[src/rtl/arbc_pkg.sv]
package arbc_pkg;
  localparam int unsigned ARBC_NUM_W  = 8;
  localparam int unsigned ARBC_SETTLE = 8;
endpackage

[src/rtl/arbc_rst_sync.sv]
module arbc_rst_sync (
  input  logic clk,
  input  logic rst_n_in,
  output logic rst_n_out
);
  logic [1:0] sync_q;

  always_ff @(posedge clk or negedge rst_n_in) begin
    if (!rst_n_in) sync_q <= 2'b00;
    else           sync_q <= {sync_q[0], 1'b1};
  end

  assign rst_n_out = sync_q[1];
endmodule

[src/rtl/arbc_latch.sv]
module arbc_latch #(
  parameter int unsigned W = 8
) (
  input  logic         clk,
  input  logic         rst_n,
  input  logic         hold,
  input  logic [W-1:0] d,
  input  logic         dp,
  output logic [W-1:0] q,
  output logic         qp
);
  logic [W-1:0] q_d;
  logic         qp_d;
  logic         cap_en;

  assign cap_en = ~hold;

  always_comb begin
    q_d  = q;
    qp_d = qp;
    if (cap_en) begin
      q_d  = d;
      qp_d = dp;
    end
  end

  always_ff @(posedge clk or negedge rst_n) begin
    if (!rst_n) begin
      q  <= '0;
      qp <= 1'b0;
    end else begin
      q  <= q_d;
      qp <= qp_d;
    end
  end
endmodule

[src/rtl/arbc_withdraw.sv]
module arbc_withdraw #(
  parameter int unsigned W = 8
) (
  input  logic         clk,
  input  logic         rst_n,
  input  logic         active,
  input  logic [W-1:0] own,
  input  logic [W-1:0] seen,
  output logic [W-1:0] drive_q
);
  logic [W-1:0] lose;
  logic [W-1:0] cut;
  logic [W-1:0] drive_d;

  // a bit is lost where the bus shows a 1 that this participant lacks
  assign lose = seen & ~own;

  assign cut[W-1] = 1'b0;
  for (genvar g = 0; g < W - 1; g++) begin : g_cut
    assign cut[g] = |lose[W-1:g+1];
  end

  always_comb begin
    drive_d = '0;
    if (active) drive_d = own & ~cut;
  end

  always_ff @(posedge clk or negedge rst_n) begin
    if (!rst_n) drive_q <= '0;
    else        drive_q <= drive_d;
  end
endmodule

[src/rtl/arbc_settle.sv]
module arbc_settle #(
  parameter int unsigned SETTLE = 8
) (
  input  logic clk,
  input  logic rst_n,
  input  logic active,
  input  logic match,
  output logic win_q
);
  localparam int unsigned CW = $clog2(SETTLE + 1);
  localparam logic [CW-1:0] CNT_TOP = CW'(SETTLE);

  logic [CW-1:0] cnt_q;
  logic [CW-1:0] cnt_d;
  logic          settled;
  logic          win_d;

  assign settled = (cnt_q == CNT_TOP);

  always_comb begin
    cnt_d = '0;
    if (active) begin
      if (settled) cnt_d = cnt_q;
      else         cnt_d = cnt_q + CW'(1);
    end
    win_d = active & settled & match;
  end

  always_ff @(posedge clk or negedge rst_n) begin
    if (!rst_n) begin
      cnt_q <= '0;
      win_q <= 1'b0;
    end else begin
      cnt_q <= cnt_d;
      win_q <= win_d;
    end
  end
endmodule

[src/rtl/arb_competitor.sv]
module arb_competitor
  import arbc_pkg::*;
#(
  parameter int unsigned NUM_W  = ARBC_NUM_W,
  parameter int unsigned SETTLE = ARBC_SETTLE
) (
  input  logic             clk,
  input  logic             rst_n,
  input  logic             le,
  input  logic [NUM_W-1:0] num_in,
  input  logic             par_in,
  input  logic             compete_n,
  input  logic             bus_oe,
  input  logic             bus_oe_n,
  input  logic             loc_oe,
  input  logic [NUM_W-1:0] bus_in,
  output logic [NUM_W-1:0] bus_pull,
  output logic             par_pull,
  output logic [NUM_W-1:0] loc_out,
  output logic             loc_out_en,
  output logic             win
);
  logic             rst_n_int;
  logic [NUM_W-1:0] num_q;
  logic             par_q;
  logic [NUM_W-1:0] drive_q;
  logic [NUM_W-1:0] seen;
  logic             active;
  logic             drv_en;
  logic             match;
  logic             win_q;

  assign active = ~compete_n;
  assign drv_en = bus_oe & ~bus_oe_n;
  assign seen   = ~bus_in;
  assign match  = drv_en & (seen == num_q);

  arbc_rst_sync u_rst (
    .clk       (clk),
    .rst_n_in  (rst_n),
    .rst_n_out (rst_n_int)
  );

  arbc_latch #(.W(NUM_W)) u_latch (
    .clk   (clk),
    .rst_n (rst_n_int),
    .hold  (le),
    .d     (num_in),
    .dp    (par_in),
    .q     (num_q),
    .qp    (par_q)
  );

  arbc_withdraw #(.W(NUM_W)) u_wd (
    .clk     (clk),
    .rst_n   (rst_n_int),
    .active  (active),
    .own     (num_q),
    .seen    (seen),
    .drive_q (drive_q)
  );

  arbc_settle #(.SETTLE(SETTLE)) u_st (
    .clk    (clk),
    .rst_n  (rst_n_int),
    .active (active),
    .match  (match),
    .win_q  (win_q)
  );

  assign win        = win_q & active;
  assign bus_pull   = drive_q & {NUM_W{drv_en & active}};
  assign par_pull   = win & par_q & drv_en;
  assign loc_out    = loc_oe ? seen : '0;
  assign loc_out_en = loc_oe;
endmodule

[config.mk]
export PLATFORM = sky130hd
export DESIGN_NAME = arb_competitor
export DESIGN_NICKNAME = d
export VERILOG_FILES = /design/src/rtl/arbc_pkg.sv /design/src/rtl/arbc_rst_sync.sv /design/src/rtl/arbc_latch.sv /design/src/rtl/arbc_withdraw.sv /design/src/rtl/arbc_settle.sv /design/src/rtl/arb_competitor.sv
export SDC_FILE = /design/constraint.sdc
export NUM_CORES = 1
export LEC_CHECK = 0
export BUFFER_PORTS_ARGS = -buffer_cell sky130_fd_sc_hd__buf_2
export CAP_MARGIN = 20
export CORE_MARGIN = 5
export CORE_UTILIZATION = 52
export CTS_CLUSTER_SIZE = 40
export DETAILED_ROUTE_END_ITERATION = 8
export GPL_TIMING_DRIVEN = 0
export HOLD_SLACK_MARGIN = 0.1
export PLACE_DENSITY = 0.83
export SLEW_MARGIN = 20
export SYNTH_ARGS = -nofsm -noshare
export SYNTH_HDL_FRONTEND = slang
export SYNTH_SLANG_ARGS = --single-unit
[constraint.sdc]
create_clock -name clk -period 2.25 [get_ports clk]
set_clock_uncertainty 0.1 [all_clocks]
set_input_delay 0 -clock clk [delete_from_list [all_inputs] [get_ports clk]]
set_output_delay 0 -clock clk [all_outputs]
set_load 0.02 [all_outputs]
### After elaboration in Yosys (flattened, before gate mapping)

Index checks and enable logic that the tools add are counted.

* add/subtract/negate cells: 1
* equal/unequal tests: 3
* mux-type cells: 4
* bitwise operators: 16
* reductions and logical operators: 6

Operators with widths (count)
* bitwise AND 8 bit: 3
* two-way mux 8 bit: 2
* inverter 8 bit: 2
* bitwise AND 1 bit: 8
* equality test 8 bit: 1
* two-way mux 4 bit: 2
* inverter 7 -> 8 bit: 1
* OR reduction 7 bit: 1
* OR reduction 6 bit: 1
* OR reduction 5 bit: 1
* adder 4 x 1 -> 4 bit (second input constant): 1
* equality test 4 bit (second input constant): 1
* OR reduction 4 bit: 1
* OR reduction 3 bit: 1
* inequality test 2 bit (second input constant): 1
* inverter 1 bit: 2
* OR reduction 2 bit: 1

* flip-flop bits (word level): 24
* bits of input ports: 24
* output and inout bits: 19
* word-level logic and storage cells: 36

### Logic depth before layout (Yosys ltp)

Gate-level depths: netlist of run 1.

* word-level depth: 6
* mapped depth: 5

### Modules after synthesis

Synthesis of run 1 repeated with hierarchy kept, for this count alone.

* cells, all modules: 118
* area, all modules: 1300.0 um^2

By module, submodules not included
* arbc_latch: instances 1, cells each 19, area an instance 371.6 um^2
* arbc_withdraw: instances 1, cells each 31, area an instance 347.8 um^2
* arb_competitor: instances 1, cells each 42, area an instance 271.5 um^2
* arbc_settle: instances 1, cells each 23, area an instance 255.2 um^2
* arbc_rst_sync: instances 1, cells each 3, area an instance 53.8 um^2

### Worst setup path before layout of run 1

No wires, ideal clock.

* kind: reg2reg
* start point: register u_latch.q[6]
* end point: register u_wd.drive_q[0]
* library setup time: 95 ps
* data arrival time: 1578 ps
* required time: 2055 ps
* slack: 477 ps
* stages on the path, launching flop included: 6
* path buffers: 0
* clock period less this slack: 1773 ps
* cell sequence: dfrtp_1 inv_1 ha_1 or3_4 or4_4 nor4b_2

* longest elaborated chain between the ends: 6

RTL lines
* start: declaration: line arbc_latch.sv:9 `output logic [W-1:0] q,`
* start signal: assignment: line arbc_latch.sv:32 `q <= q_d;`
* inverter 8 bit: line arbc_withdraw.sv:16 `assign lose = seen & ~own;`
* bitwise AND 8 bit: line arbc_withdraw.sv:16
* OR reduction 7 bit: line arbc_withdraw.sv:20 `assign cut[g] = |lose[W-1:g+1];`
* inverter 7 -> 8 bit: line arbc_withdraw.sv:25 `if (active) drive_d = own & ~cut;`
* bitwise AND 8 bit: line arbc_withdraw.sv:25
* two-way mux 8 bit: line arbc_withdraw.sv:25
* via u_wd.drive_d[0]: line arbc_withdraw.sv:13 `logic [W-1:0] drive_d;`
* end signal: assignment: line arbc_withdraw.sv:30 `else drive_q <= drive_d;`
* end: declaration: line arbc_withdraw.sv:9 `output logic [W-1:0] drive_q`

The timed path passes the listed nets, and every way through them passes these cells.
A chain may end at the register's enable or synchronous reset.

### Worst setup path in the final report of run 1

* start point: input port compete_n
* end point: register u_st.win_q

* longest elaborated chain between the ends: 3

RTL lines
* start: declaration: line arb_competitor.sv:12 `input logic compete_n,`
* inverter 1 bit: line arb_competitor.sv:33 `assign active = ~compete_n;`
* bitwise AND 1 bit (2 in a row): line arbc_settle.sv:26 `win_d = active & settled & match;`
* via u_st.win_d: line arbc_settle.sv:16 `logic win_d;`
* end signal: assignment: line arbc_settle.sv:35 `win_q <= win_d;`
* end: declaration: line arbc_settle.sv:8 `output logic win_q`

The timed path passes the listed nets, and every way through them passes these cells.

==> metrics.log, run 1 <==
[metrics] initial standard-cell utilization of the core: between 50 and 60%
[metrics] Power Internal: 0.000620 W
[metrics] average wire length per cell after detail routing: 13.1 um
[metrics] layout cells sized above 1: 33.9%
[metrics] clock insertion delay at the later pin of the skew report: 0.31 ns
[metrics] number of nets still failing antenna checks after routing: 0
[metrics] peak ir drop on the vdd network: 0.482 mV
[metrics] post-route cell area: 0.00168 sq mm
[metrics] global-route wire length before repair: 4.48 mm
[metrics] start point of the critical path: compete_n
[metrics] clock slew at the register clock pins of the worst setup and hold paths: between 0.1 and 0.15 ns
[metrics] power per standard cell area: between 500 and 600 mW/mm^2
[metrics] worst hold path class: in -> reg
[metrics] post-synthesis register bit count: 24
[metrics] width of the chip: 58.0 um
[metrics] r2r worst-path depth: 6
[metrics] boundary pin count: 43
[metrics] final total negative setup slack: 0 ns
[metrics] RSZ-0062 raised after global routing: false
[metrics] largest cells by area after synthesis: sky130_fd_sc_hd__dfrtp_1 50%, sky130_fd_sc_hd__ha_1 9.4%, sky130_fd_sc_hd__mux2_2 8.4%
[metrics] half-perimeter wire length after placement: about 1.8 mm
[metrics] fraction of synthesis flops using an asynchronous set or reset pin: between 90% and 100%
[metrics] per-instance average area after synthesis: about 11 sq um
[metrics] Congestion Overflow GR: 0
[metrics] core area: 0.00221 sq mm
[metrics] via count: 960
[metrics] largest fanout on the critical path: 9
[metrics] outcome: finished, final reports clean
[metrics] post-layout worst setup margin: ~0.22 ns
[metrics] startpoint of the lowest-slack register-to-register path: u_latch.q[1]$_DFFE_PN0N_
[metrics] post-place instance area: about 0.0014 sq mm
[metrics] Crit Path Category: in -> reg
[metrics] shortest clock period the worst path allows after layout: 2.03 ns
[metrics] endpoint of the worst setup timing path: u_st.win_q$_DFF_PN0_
[metrics] placement row count: 17
[metrics] number of nets in the synthesized netlist: approximately 140
[metrics] vias per cell: 4.82
[metrics] wire length after detailed routing: about 2.6 mm
[metrics] worst-margin pin slew: 0.827 ns
[metrics] net count reported at finish: between 200 and 250
[metrics] number of endpoints with negative hold slack in the final report: 0
[metrics] Net Switching: between 0.0002 and 0.00025 W
[metrics] quantity of I/O buffers inserted on ports: 40
[metrics] sequential fraction of the synthesis area: between 50% and 60%
[metrics] number of flops mapped to enable cells by yosys: 0
[metrics] CP Capture Type: flop
[metrics] clock power share: 21.4%
[metrics] residual DRC count: 0
[metrics] top achievable clock speed: 0.493 GHz
[metrics] CTS tree: yes
[metrics] Arrival @ worst endpoint: roughly 2.2 ns
[metrics] number of CTS-inserted buffers: 3
[metrics] most used flip-flop cell after synthesis: sky130_fd_sc_hd__dfrtp_1
[metrics] top cell type by total area after synthesis: sky130_fd_sc_hd__dfrtp_1
[metrics] weighted congestion at the end of routability-driven global placement: about 0.74
[metrics] Detailed Route Iter0 Violations: 5
[metrics] placed insts: 174
[metrics] Max Slew Vio Count: 0
[metrics] gate count after technology mapping: 106
[metrics] portion of the clock cycle consumed by the worst path in the final layout: about 90%
[metrics] root buffer selected by CTS: sky130_fd_sc_hd__clkbuf_4
[metrics] initial antenna violation count: 0
[metrics] sequential group share of total power: between 50% and 60%
[metrics] Relative slew margins: 44.8%
[metrics] DIE AREA: roughly 0.0034 sq mm
[metrics] Worst Path Required: 2.40 ns
[metrics] power share of the combinational group: 20.8%
[metrics] reg-to-reg critical path endpoint: u_st.win_q$_DFF_PN0_
[metrics] vias in the first global route: 1079
[metrics] height of the die: a little under 60 um
[metrics] proportion of netlist area held by the largest area contributor: 50.1%
[metrics] global-route usage over all layers: 17.3%
[metrics] total number of clock tree sinks: 24
[metrics] diodes inserted: 0
[metrics] Setup Buffers After CTS: 0
[metrics] maximum number of pins on one net before global-route repair: 23
[metrics] maximum level of the CTS H-tree: 1
[metrics] post-synthesis instance area: 0.00120 sq mm
[metrics] # Max-Cap Violations: 0
[metrics] number of detailed-route iterations in the first pass: 4
[metrics] Finished Layout Cells: 199
[metrics] pre-CTS setup slack: about 0.38 ns
[metrics] reg2reg setup slack: 0.26 ns
[metrics] post-synth cell types: 28
[metrics] Bufs on Longest Clock Path: 2
[metrics] Warnings, synthesis: 0
[metrics] leakage dissipation: 0.901 nW
[metrics] Setup violations, final: 0
[metrics] signed area change from the synthesized netlist to the final layout: 39.8%
[metrics] switching part of the total: 26.2%
[metrics] startpoint types: primary input
-- worst max-delay path: stages --
cell	delay, ns
sky130_fd_sc_hd__dlygate4sd3_1	0.56
sky130_fd_sc_hd__buf_6	0.14
sky130_fd_sc_hd__nor3b_1	0.57
sky130_fd_sc_hd__nor4b_1	0.31
sky130_fd_sc_hd__dlygate4sd3_1	0.59
-- power by group through the flow --
stage | logic [W] | registers (W) | clock network [W]
2_1_floorplan | 0.0000954 | 0.000487 | 0
3_3_place_gp | 0.000136 | 0.000492 | 0
3_5_place_dp | 0.000144 | 0.000495 | 0
4_1_cts | 0.000173 | 0.000486 | 0.000193
5_1_grt | 0.000194 | 0.000492 | 0.000200
6_report | 0.000175 | 0.000486 | 0.000180
-- registers in the layout (all words and copies together) (netlist names) --
register and count:
u_latch.q 8, u_latch.qp 1, u_rst.sync_q 2, u_wd.drive_q 8, u_st.cnt_q 4, u_st.win_q 1
-- stage by stage --
stage               power [W]  util (%)  hold slack, ns
finish               0.000841      75.8           0.113
global placement     0.000628      64.9          -0.314
floorplan            0.000582         -          -0.396
detailed placement   0.000639      64.9          -0.314
global route         0.000885      75.8           0.122
CTS                  0.000852      75.8           0.100
-- cell families (layout without fill, tap and decap cells) --
family | after synthesis | count (layout) | synth area share [%]
AOI/OAI and AO/OA | 1 | 1 | 0.417
DFF | 24 | 24 | 50.1
buffers and inverters | 19 | 84 | 6.88
xor gates and xnor gates | 3 | 3 | 2.19
and+or+nand+nor | 38 | 38 | 20.6
other | 1 | 1 | 0.313
adders and majority gates | 9 | 9 | 9.38
muxes | 11 | 11 | 10.1
-- area by class of cell --
type                       instances  area [sq um]
multi-input combinational         63           517
sequential                        24           601
timing repair buffer              62           420
buffer                             3          22.5
clock buffer                       3          22.5
inverter                          16          60.1
tap                               28          35.0
fill                             153           534
-- repair_timing --
item	in CTS	in global routing
resized for setup	0	0
hold buffers	22	0
endpoints found under the hold margin	24	0
setup endpoints to repair	0	0
-- cells in the mapped netlist (2+ instances only) --
cell type	instances
sky130_fd_sc_hd__mux2i_1	2
sky130_fd_sc_hd__inv_1	16
sky130_fd_sc_hd__nor2_1	7
sky130_fd_sc_hd__dfrtp_1	24
sky130_fd_sc_hd__and2_1	8
sky130_fd_sc_hd__nor2b_1	8
sky130_fd_sc_hd__xnor2_1	2
sky130_fd_sc_hd__mux2_2	9
sky130_fd_sc_hd__ha_1	9
sky130_fd_sc_hd__nor3_1	3
-- worst min path at each step --
stage	to	cells after the start	startpoint	slack (ns)
after global placement	u_rst.sync_q[0]$_DFF_PN0_	1	rst_n	-0.31
after global routing	u_latch.q[1]$_DFFE_PN0N_	2	le	0.12
final	u_latch.q[7]$_DFFE_PN0N_	2	le	0.11
after detailed placement	u_rst.sync_q[1]$_DFF_PN0_	1	rst_n	-0.31
after floorplan	u_rst.sync_q[0]$_DFF_PN0_	0	rst_n	-0.40
after CTS	u_latch.q[7]$_DFFE_PN0N_	2	le	0.10
-- routing by layer --
metal  vias up  track usage [%]  wire length (um)
met3         6             3.12               139
met4         0             6.29                53
met5         -                0                 0
li1        471                -                 -
met2        34             32.4              1380
met1       449             19.2              1040
-- layout by cell type (no fill, tap or decap), drive strengths merged --
cell type | Yosys | layout
a21oi | 1 | 1
and2 | 8 | 8
and2b | 1 | 1
and4 | 1 | 1
and4b | 1 | 1
buf | 2 | 42
clkbuf | 1 | 4
conb | 1 | 1
dfrtp | 24 | 24
dlygate4sd3 | 0 | 22
ha | 9 | 9
inv | 16 | 16
mux2 | 9 | 9
mux2i | 2 | 2
nand3 | 1 | 1
nand3b | 1 | 1
nand4 | 1 | 1
nor2 | 7 | 7
nor2b | 8 | 8
nor3 | 3 | 3
nor3b | 1 | 1
nor4 | 1 | 1
nor4b | 2 | 2
or3 | 1 | 1
or4 | 1 | 1
xnor2 | 2 | 2
xor2 | 1 | 1
Power figures use the tool's default switching activity.
==> run 2, diff against run 1 <==
--- a/config.mk
+++ b/config.mk
@@ -14,6 +14,7 @@
 export GPL_TIMING_DRIVEN = 0
 export HOLD_SLACK_MARGIN = 0.1
 export PLACE_DENSITY = 0.83
+export RECOVER_POWER = 50
 export SLEW_MARGIN = 20
 export SYNTH_ARGS = -nofsm -noshare
 export SYNTH_HDL_FRONTEND = slang
==> run 2 against run 1 <==
  * Non-clock buffer count did not move
  * Critical path depth did not move
  * First-iteration DRC count rose by 40%
  * Design area fell by 0.67%
  * Global-route usage did not move
  * Die area did not move
  * Final cell count did not move
  * Setup slack barely moved
  * Register-to-register slack barely moved
  * Sequential power barely moved
  * Sequential share of layout area rose by 0.24 points
  * Critical path type unchanged
  * Largest power group unchanged
  * Highest routed layer unchanged
==> metrics.log, run 2 (synthesized netlist as in run 1, its figures left out) <==
[metrics] Max Slew Vio Count: 0
[metrics] global-route wire length before repair: 4.48 mm
[metrics] worst hold path class: in -> reg
[metrics] maximum number of pins on one net before global-route repair: 23
[metrics] portion of the clock cycle consumed by the worst path in the final layout: 90.1%
[metrics] largest registers in the final layout: u_latch.q (8), u_wd.drive_q (8), u_st.cnt_q (4)
[metrics] Power Internal: 0.000618 W
[metrics] number of endpoints with negative hold slack in the final report: 0
[metrics] Register Area: 601 sq um
[metrics] peak ir drop on the vdd network: between 0.4 and 0.5 mV
[metrics] top library cells by usage in the layout, fill and taps aside: 31 x sky130_fd_sc_hd__buf_2, 24 x sky130_fd_sc_hd__dfrtp_1, 22 x sky130_fd_sc_hd__dlygate4sd3_1
[metrics] clock slew at the register clock pins of the worst setup and hold paths: 0.12 ns
[metrics] routed metal-1 wirelength: 1.05 mm
[metrics] total length of routed met3 wires: 130 um
[metrics] Crit Path Category: in -> reg
[metrics] RSZ-0062 raised after global routing: false
[metrics] pre-CTS setup slack: 0.380 ns
[metrics] diodes inserted: 0
[metrics] height of the die: 58.0 um
[metrics] clock power share: a little over a fifth
[metrics] DIE AREA: 0.00337 sq mm
[metrics] # Max-Cap Violations: 0
[metrics] global-route usage over all layers: 17.3%
[metrics] top achievable clock speed: 0.493 GHz
[metrics] boundary pin count: 43
[metrics] via count: 960
[metrics] residual DRC count: 0
[metrics] Bufs on Longest Clock Path: 2
[metrics] Layout Utilization: 75.3%
[metrics] vias in the first global route: 1079
[metrics] signed area change from the synthesized netlist to the final layout: 38.9%
[metrics] power share of the combinational group: 20.6%
[metrics] most common cell after layout, fill and taps aside: sky130_fd_sc_hd__buf_2
[metrics] leakage dissipation: 0.869 nW
[metrics] number of detailed-route iterations in the first pass: 4
[metrics] startpoint types: primary input
[metrics] CTS tree: yes
[metrics] CP Capture Type: flop
[metrics] Design Power: 0.000839 W
[metrics] width of the chip: 58.0 um
[metrics] core area: 0.00221 sq mm
[metrics] weighted congestion at the end of routability-driven global placement: 0.741
[metrics] reg2reg setup slack: 0.25 ns
[metrics] final total negative setup slack: 0 ns
[metrics] Congestion Overflow GR: 0
[metrics] initial antenna violation count: 0
[metrics] outcome: finished, final reports clean
[metrics] Layout fillers: 158
[metrics] Net Switching: 0.000221 W
[metrics] root buffer selected by CTS: sky130_fd_sc_hd__clkbuf_4
[metrics] switching part of the total: 26.4%
[metrics] net count reported at finish: 206
[metrics] maximum level of the CTS H-tree: 1
[metrics] top layer used by detailed routing: met4
[metrics] post-layout worst setup margin: around 0.22 ns
[metrics] clock insertion delay at the later pin of the skew report: 0.31 ns
[metrics] Setup violations, final: 0
[metrics] shortest clock period the worst path allows after layout: 2.03 ns
[metrics] total number of clock tree sinks: 24
[metrics] wire length after detailed routing: 2.61 mm
[metrics] worst-margin pin slew: between 0.8 and 0.9 ns
[metrics] average wire length per cell after detail routing: 13.1 um
[metrics] Worst Path Required: about 2.4 ns
[metrics] area taken by multi-input logic gates: 517 sq um
[metrics] routed wire length on met2: 1.40 mm
[metrics] initial standard-cell utilization of the core: 54.2%
[metrics] half-perimeter wire length after placement: 1.85 mm
[metrics] layout cells sized above 1: 28.7%
[metrics] vias per cell: 4.82
[metrics] Arrival @ worst endpoint: 2.18 ns
[metrics] quantity of I/O buffers inserted on ports: 40
[metrics] power per standard cell area: between 500 and 600 mW/mm^2
[metrics] Detailed Route Iter0 Violations: 7
[metrics] number of nets still failing antenna checks after routing: 0
[metrics] largest fanout on the critical path: 9
[metrics] placement row count: 17
[metrics] sequential group share of total power: 57.9%
[metrics] number of CTS-inserted buffers: 3
[metrics] Relative slew margins: approximately 44%
run 2: changes by cell type in the layout (fill, tap and decap cells not counted), sizes merged:
cell / change
buf: -9
clkbuf: +9
run 2: cell type report:
type	instances	area share, %
Multi-Input combinational cell	63	31.0
Timing Repair Buffer	62	24.5
Inverter	16	3.60
Sequential cell	24	36.0
Tap cell	28	2.10
Clock buffer	3	1.35
Buffer	3	1.35
run 2: final timing paths:
check                                               start                         to  cells past startpoint
max in group asynchronous       u_rst.sync_q[1]$_DFF_PN0_  u_wd.drive_q[5]$_DFF_PN0_                      0
worst min-delay path                                   le   u_latch.q[3]$_DFFE_PN0N_                      2
worst min register to register  u_rst.sync_q[1]$_DFF_PN0_   u_latch.q[7]$_DFFE_PN0N_                      0
min in group asynchronous       u_rst.sync_q[1]$_DFF_PN0_   u_latch.q[7]$_DFFE_PN0N_                      0
worst max register to register   u_latch.q[1]$_DFFE_PN0N_       u_st.win_q$_DFF_PN0_                      6
worst max-delay path                            compete_n       u_st.win_q$_DFF_PN0_                      5
run 2: power groups by stage:
stage | sequential (W) | clock [W] | combinational [W]
floorplan | 0.000487 | 0 | 0.0000954
global placement | 0.000492 | 0 | 0.000136
detailed placement | 0.000495 | 0 | 0.000144
CTS | 0.000486 | 0.000193 | 0.000173
global route | 0.000492 | 0.000200 | 0.000191
finish | 0.000486 | 0.000180 | 0.000173
run 2: through the flow:
step	std cells	instance area (sq um)	hold slack, ns
after floorplan	106	1200	-0.396
after global placement	174	1440	-0.314
after detailed placement	174	1440	-0.314
after CTS	199	1680	0.100
after global routing	199	1670	0.122
final	199	1670	0.114
run 2: layer usage:
layer,vias up,global-route usage [%]
met2,28,32.4
li1,472,-
met4,0,6.29
met1,456,19.2
met3,4,3.12
met5,-,0
run 2: worst max-delay path, cell delays in order:
cell and delay, ns:
sky130_fd_sc_hd__dlygate4sd3_1 0.56, sky130_fd_sc_hd__buf_6 0.14, sky130_fd_sc_hd__nor3b_1 0.57, sky130_fd_sc_hd__nor4b_1 0.31, sky130_fd_sc_hd__dlygate4sd3_1 0.59
run 2: what timing repair did:
item,4_1_cts,5_1_grt
hold buffers,22,0
gates resized for setup,0,0
endpoints found under the hold margin,24,0
buffers inserted,0,0
==> run 3, diff against run 2 <==
--- a/config.mk
+++ b/config.mk
@@ -7,13 +7,14 @@
 export LEC_CHECK = 0
 export BUFFER_PORTS_ARGS = -buffer_cell sky130_fd_sc_hd__buf_2
 export CAP_MARGIN = 20
+export CORE_ASPECT_RATIO = 1.25
 export CORE_MARGIN = 5
-export CORE_UTILIZATION = 52
+export CORE_UTILIZATION = 48
 export CTS_CLUSTER_SIZE = 40
 export DETAILED_ROUTE_END_ITERATION = 8
 export GPL_TIMING_DRIVEN = 0
 export HOLD_SLACK_MARGIN = 0.1
-export PLACE_DENSITY = 0.83
+export PLACE_DENSITY = 0.78
 export RECOVER_POWER = 50
 export SLEW_MARGIN = 20
 export SYNTH_ARGS = -nofsm -noshare
==> constraint.sdc (replaced) <==
create_clock -name clk -period 2.1 [get_ports clk]
set_clock_uncertainty 0.1 [all_clocks]
set_input_delay 0 -clock clk [delete_from_list [all_inputs] [get_ports clk]]
set_output_delay 0 -clock clk [all_outputs]
set_load 0.02 [all_outputs]
==> run 3 against run 2 <==
  * Clock-buffer cell count up 1
  * Worst hold slack worse by 0.00077 ns
  * Highest routed layer unchanged
  * Wire length up 2.3%
  * Critical endpoint unchanged
==> metrics.log, run 3 (synthesized netlist as in run 1, its figures left out) <==
[metrics] post-route cell area: approximately 0.0017 sq mm
[metrics] Arrival @ worst endpoint: 2.18 ns
[metrics] largest fanout on the critical path: 2
[metrics] most common cell after layout, fill and taps aside: sky130_fd_sc_hd__buf_2
[metrics] RSZ-0062 raised after global routing: false
[metrics] area taken by multi-input logic gates: 522 sq um
[metrics] power per standard cell area: 554 mW/mm^2
[metrics] Relative slew margins: 44.1%
[metrics] width of the chip: approximately 55 um
[metrics] number of detailed-route iterations in the first pass: 2
[metrics] wire length after detailed routing: 2.67 mm
[metrics] vias per cell: 4.59
[metrics] worst-margin pin slew: 0.839 ns
[metrics] # Max-Cap Violations: 0
[metrics] Worst Path Required: 2.26 ns
[metrics] startpoint types: flop
[metrics] clock insertion delay at the later pin of the skew report: 0.32 ns
[metrics] outcome: finished, final reports clean
[metrics] Layout Utilization: between 70% and 80%
[metrics] Layout fillers: 182
[metrics] DIE AREA: 0.00361 sq mm
[metrics] Register Area: ~600 sq um
[metrics] peak ir drop on the vdd network: 0.582 mV
[metrics] quantity of I/O buffers inserted on ports: 40
[metrics] layout cells sized above 1: 29.1%
[metrics] CTS tree: yes
[metrics] Hold Slack: 0.113 ns
[metrics] final total negative setup slack: 0 ns
[metrics] via count: 954
[metrics] post-place instance area: 0.00144 sq mm
[metrics] Congestion Overflow GR: 0
[metrics] initial standard-cell utilization of the core: 49.4%
[metrics] signed area change from the synthesized netlist to the final layout: 43.5%
[metrics] worst hold path class: in -> reg
[metrics] maximum number of pins on one net before global-route repair: 23
[metrics] average wire length per cell after detail routing: 12.9 um
[metrics] vias in the first global route: 1000
[metrics] height of the die: 65.9 um
[metrics] boundary pin count: between 40 and 50
[metrics] number of nets still failing antenna checks after routing: 0
[metrics] top library cells by usage in the layout, fill and taps aside: 31 x sky130_fd_sc_hd__buf_2, 25 x sky130_fd_sc_hd__dlygate4sd3_1, 24 x sky130_fd_sc_hd__dfrtp_1
[metrics] global-route usage over all layers: 17.3%
[metrics] CP Capture Type: flop
[metrics] maximum level of the CTS H-tree: 1
[metrics] global-route wire length before repair: ~4.4 mm
[metrics] half-perimeter wire length after placement: 1.80 mm
[metrics] Bufs on Longest Clock Path: 2
[metrics] Crit Path Category: reg -> reg
[metrics] net count reported at finish: 209
[metrics] placement row count: 20
[metrics] top achievable clock speed: 0.496 GHz
[metrics] Setup violations, final: 0
[metrics] initial antenna violation count: 0
[metrics] leakage dissipation: 0.891 nW
[metrics] Detailed Route Iter0 Violations: 9
[metrics] clock slew at the register clock pins of the worst setup and hold paths: 0.12 ns
[metrics] weighted congestion at the end of routability-driven global placement: 0.751
[metrics] Setup Buffers After CTS: 0
[metrics] root buffer selected by CTS: sky130_fd_sc_hd__clkbuf_4
[metrics] shortest clock period the worst path allows after layout: 2.01 ns
[metrics] diodes inserted: 0
[metrics] total number of clock tree sinks: 24
[metrics] number of CTS-inserted buffers: 3
[metrics] largest registers in the final layout: u_latch.q (8), u_wd.drive_q (8), u_st.cnt_q (4)
[metrics] placed insts: 179
[metrics] portion of the clock cycle consumed by the worst path in the final layout: 95.9%
[metrics] Max Slew Vio Count: 0
[metrics] residual DRC count: 0
[metrics] core area: 0.00243 sq mm
[metrics] number of endpoints with negative hold slack in the final report: 0
[metrics] Finished Layout Cells: 208
## run 3: cell count changes in the layout (fill, tap and decap cells not counted), sizes merged
cell         change
clkbuf           +1
dlygate4sd3      +3
## run 3: timing repair
action / in CTS / in global routing
endpoints found under the setup margin: 0 / 1
hold buffers: 25 / 0
resized for setup: 0 / 1
endpoints found under the hold margin: 24 / 0
## run 3: routing by layer
metal  part of all wire [%]  global-route usage (%)  up-vias
li1                       -                       -      480
met1                     36                    18.0      446
met2                     58                    32.7       25
met3                    4.8                    2.71        3
met4                    1.3                    6.54        0
met5                      0                       0        -
## run 3: final cells by class
cell class / count / share of cell area (%)
Inverter: 16 / 3.49
Buffer: 3 / 1.31
Sequential cell: 24 / 34.9
Tap cell: 33 / 2.40
Multi-Input combinational cell: 63 / 30.3
Timing Repair Buffer: 65 / 25.5
Clock buffer: 4 / 2.11
## run 3: through the flow
step	setup slack [ns]	power, W
after detailed placement	0.250	0.000683
final	0.0853	0.000954
after global placement	0.273	0.000673
after floorplan	0.327	0.000624
after global routing	0.00667	0.00101
after CTS	0.120	0.000959
## run 3: where the power goes
group	total, W	switching (W)	leakage [nW]	internal (W)
registers	0.000520	0.0000252	0.304	0.000494
clock network	0.000239	0.000133	0.0210	0.000106
logic	0.000195	0.0000870	0.566	0.000108
total	0.000954	0.000245	0.891	0.000709
## run 3: worst paths after layout
path | startpoint | endpoint | slack (ns) | cells after the start
max | u_latch.q[3]$_DFFE_PN0N_ | u_st.win_q$_DFF_PN0_ | 0.09 | 6
min | le | u_latch.q[5]$_DFFE_PN0N_ | 0.11 | 2
max reg2reg | u_latch.q[3]$_DFFE_PN0N_ | u_st.win_q$_DFF_PN0_ | 0.09 | 6
min reg2reg | u_rst.sync_q[1]$_DFF_PN0_ | u_latch.q[4]$_DFFE_PN0N_ | 0.26 | 0
max in group asynchronous | u_rst.sync_q[1]$_DFF_PN0_ | u_wd.drive_q[6]$_DFF_PN0_ | 1.13 | 0
min in group asynchronous | u_rst.sync_q[1]$_DFF_PN0_ | u_latch.q[4]$_DFFE_PN0N_ | 0.26 | 0
## run 3: critical path, stage by stage (launching register included)
cell                            delay (ns)
sky130_fd_sc_hd__dfrtp_1              0.38
sky130_fd_sc_hd__inv_1                0.06
sky130_fd_sc_hd__ha_1                 0.27
sky130_fd_sc_hd__and4_1               0.18
sky130_fd_sc_hd__nand4_1              0.11
sky130_fd_sc_hd__nor4b_1              0.26
sky130_fd_sc_hd__dlygate4sd3_1        0.59
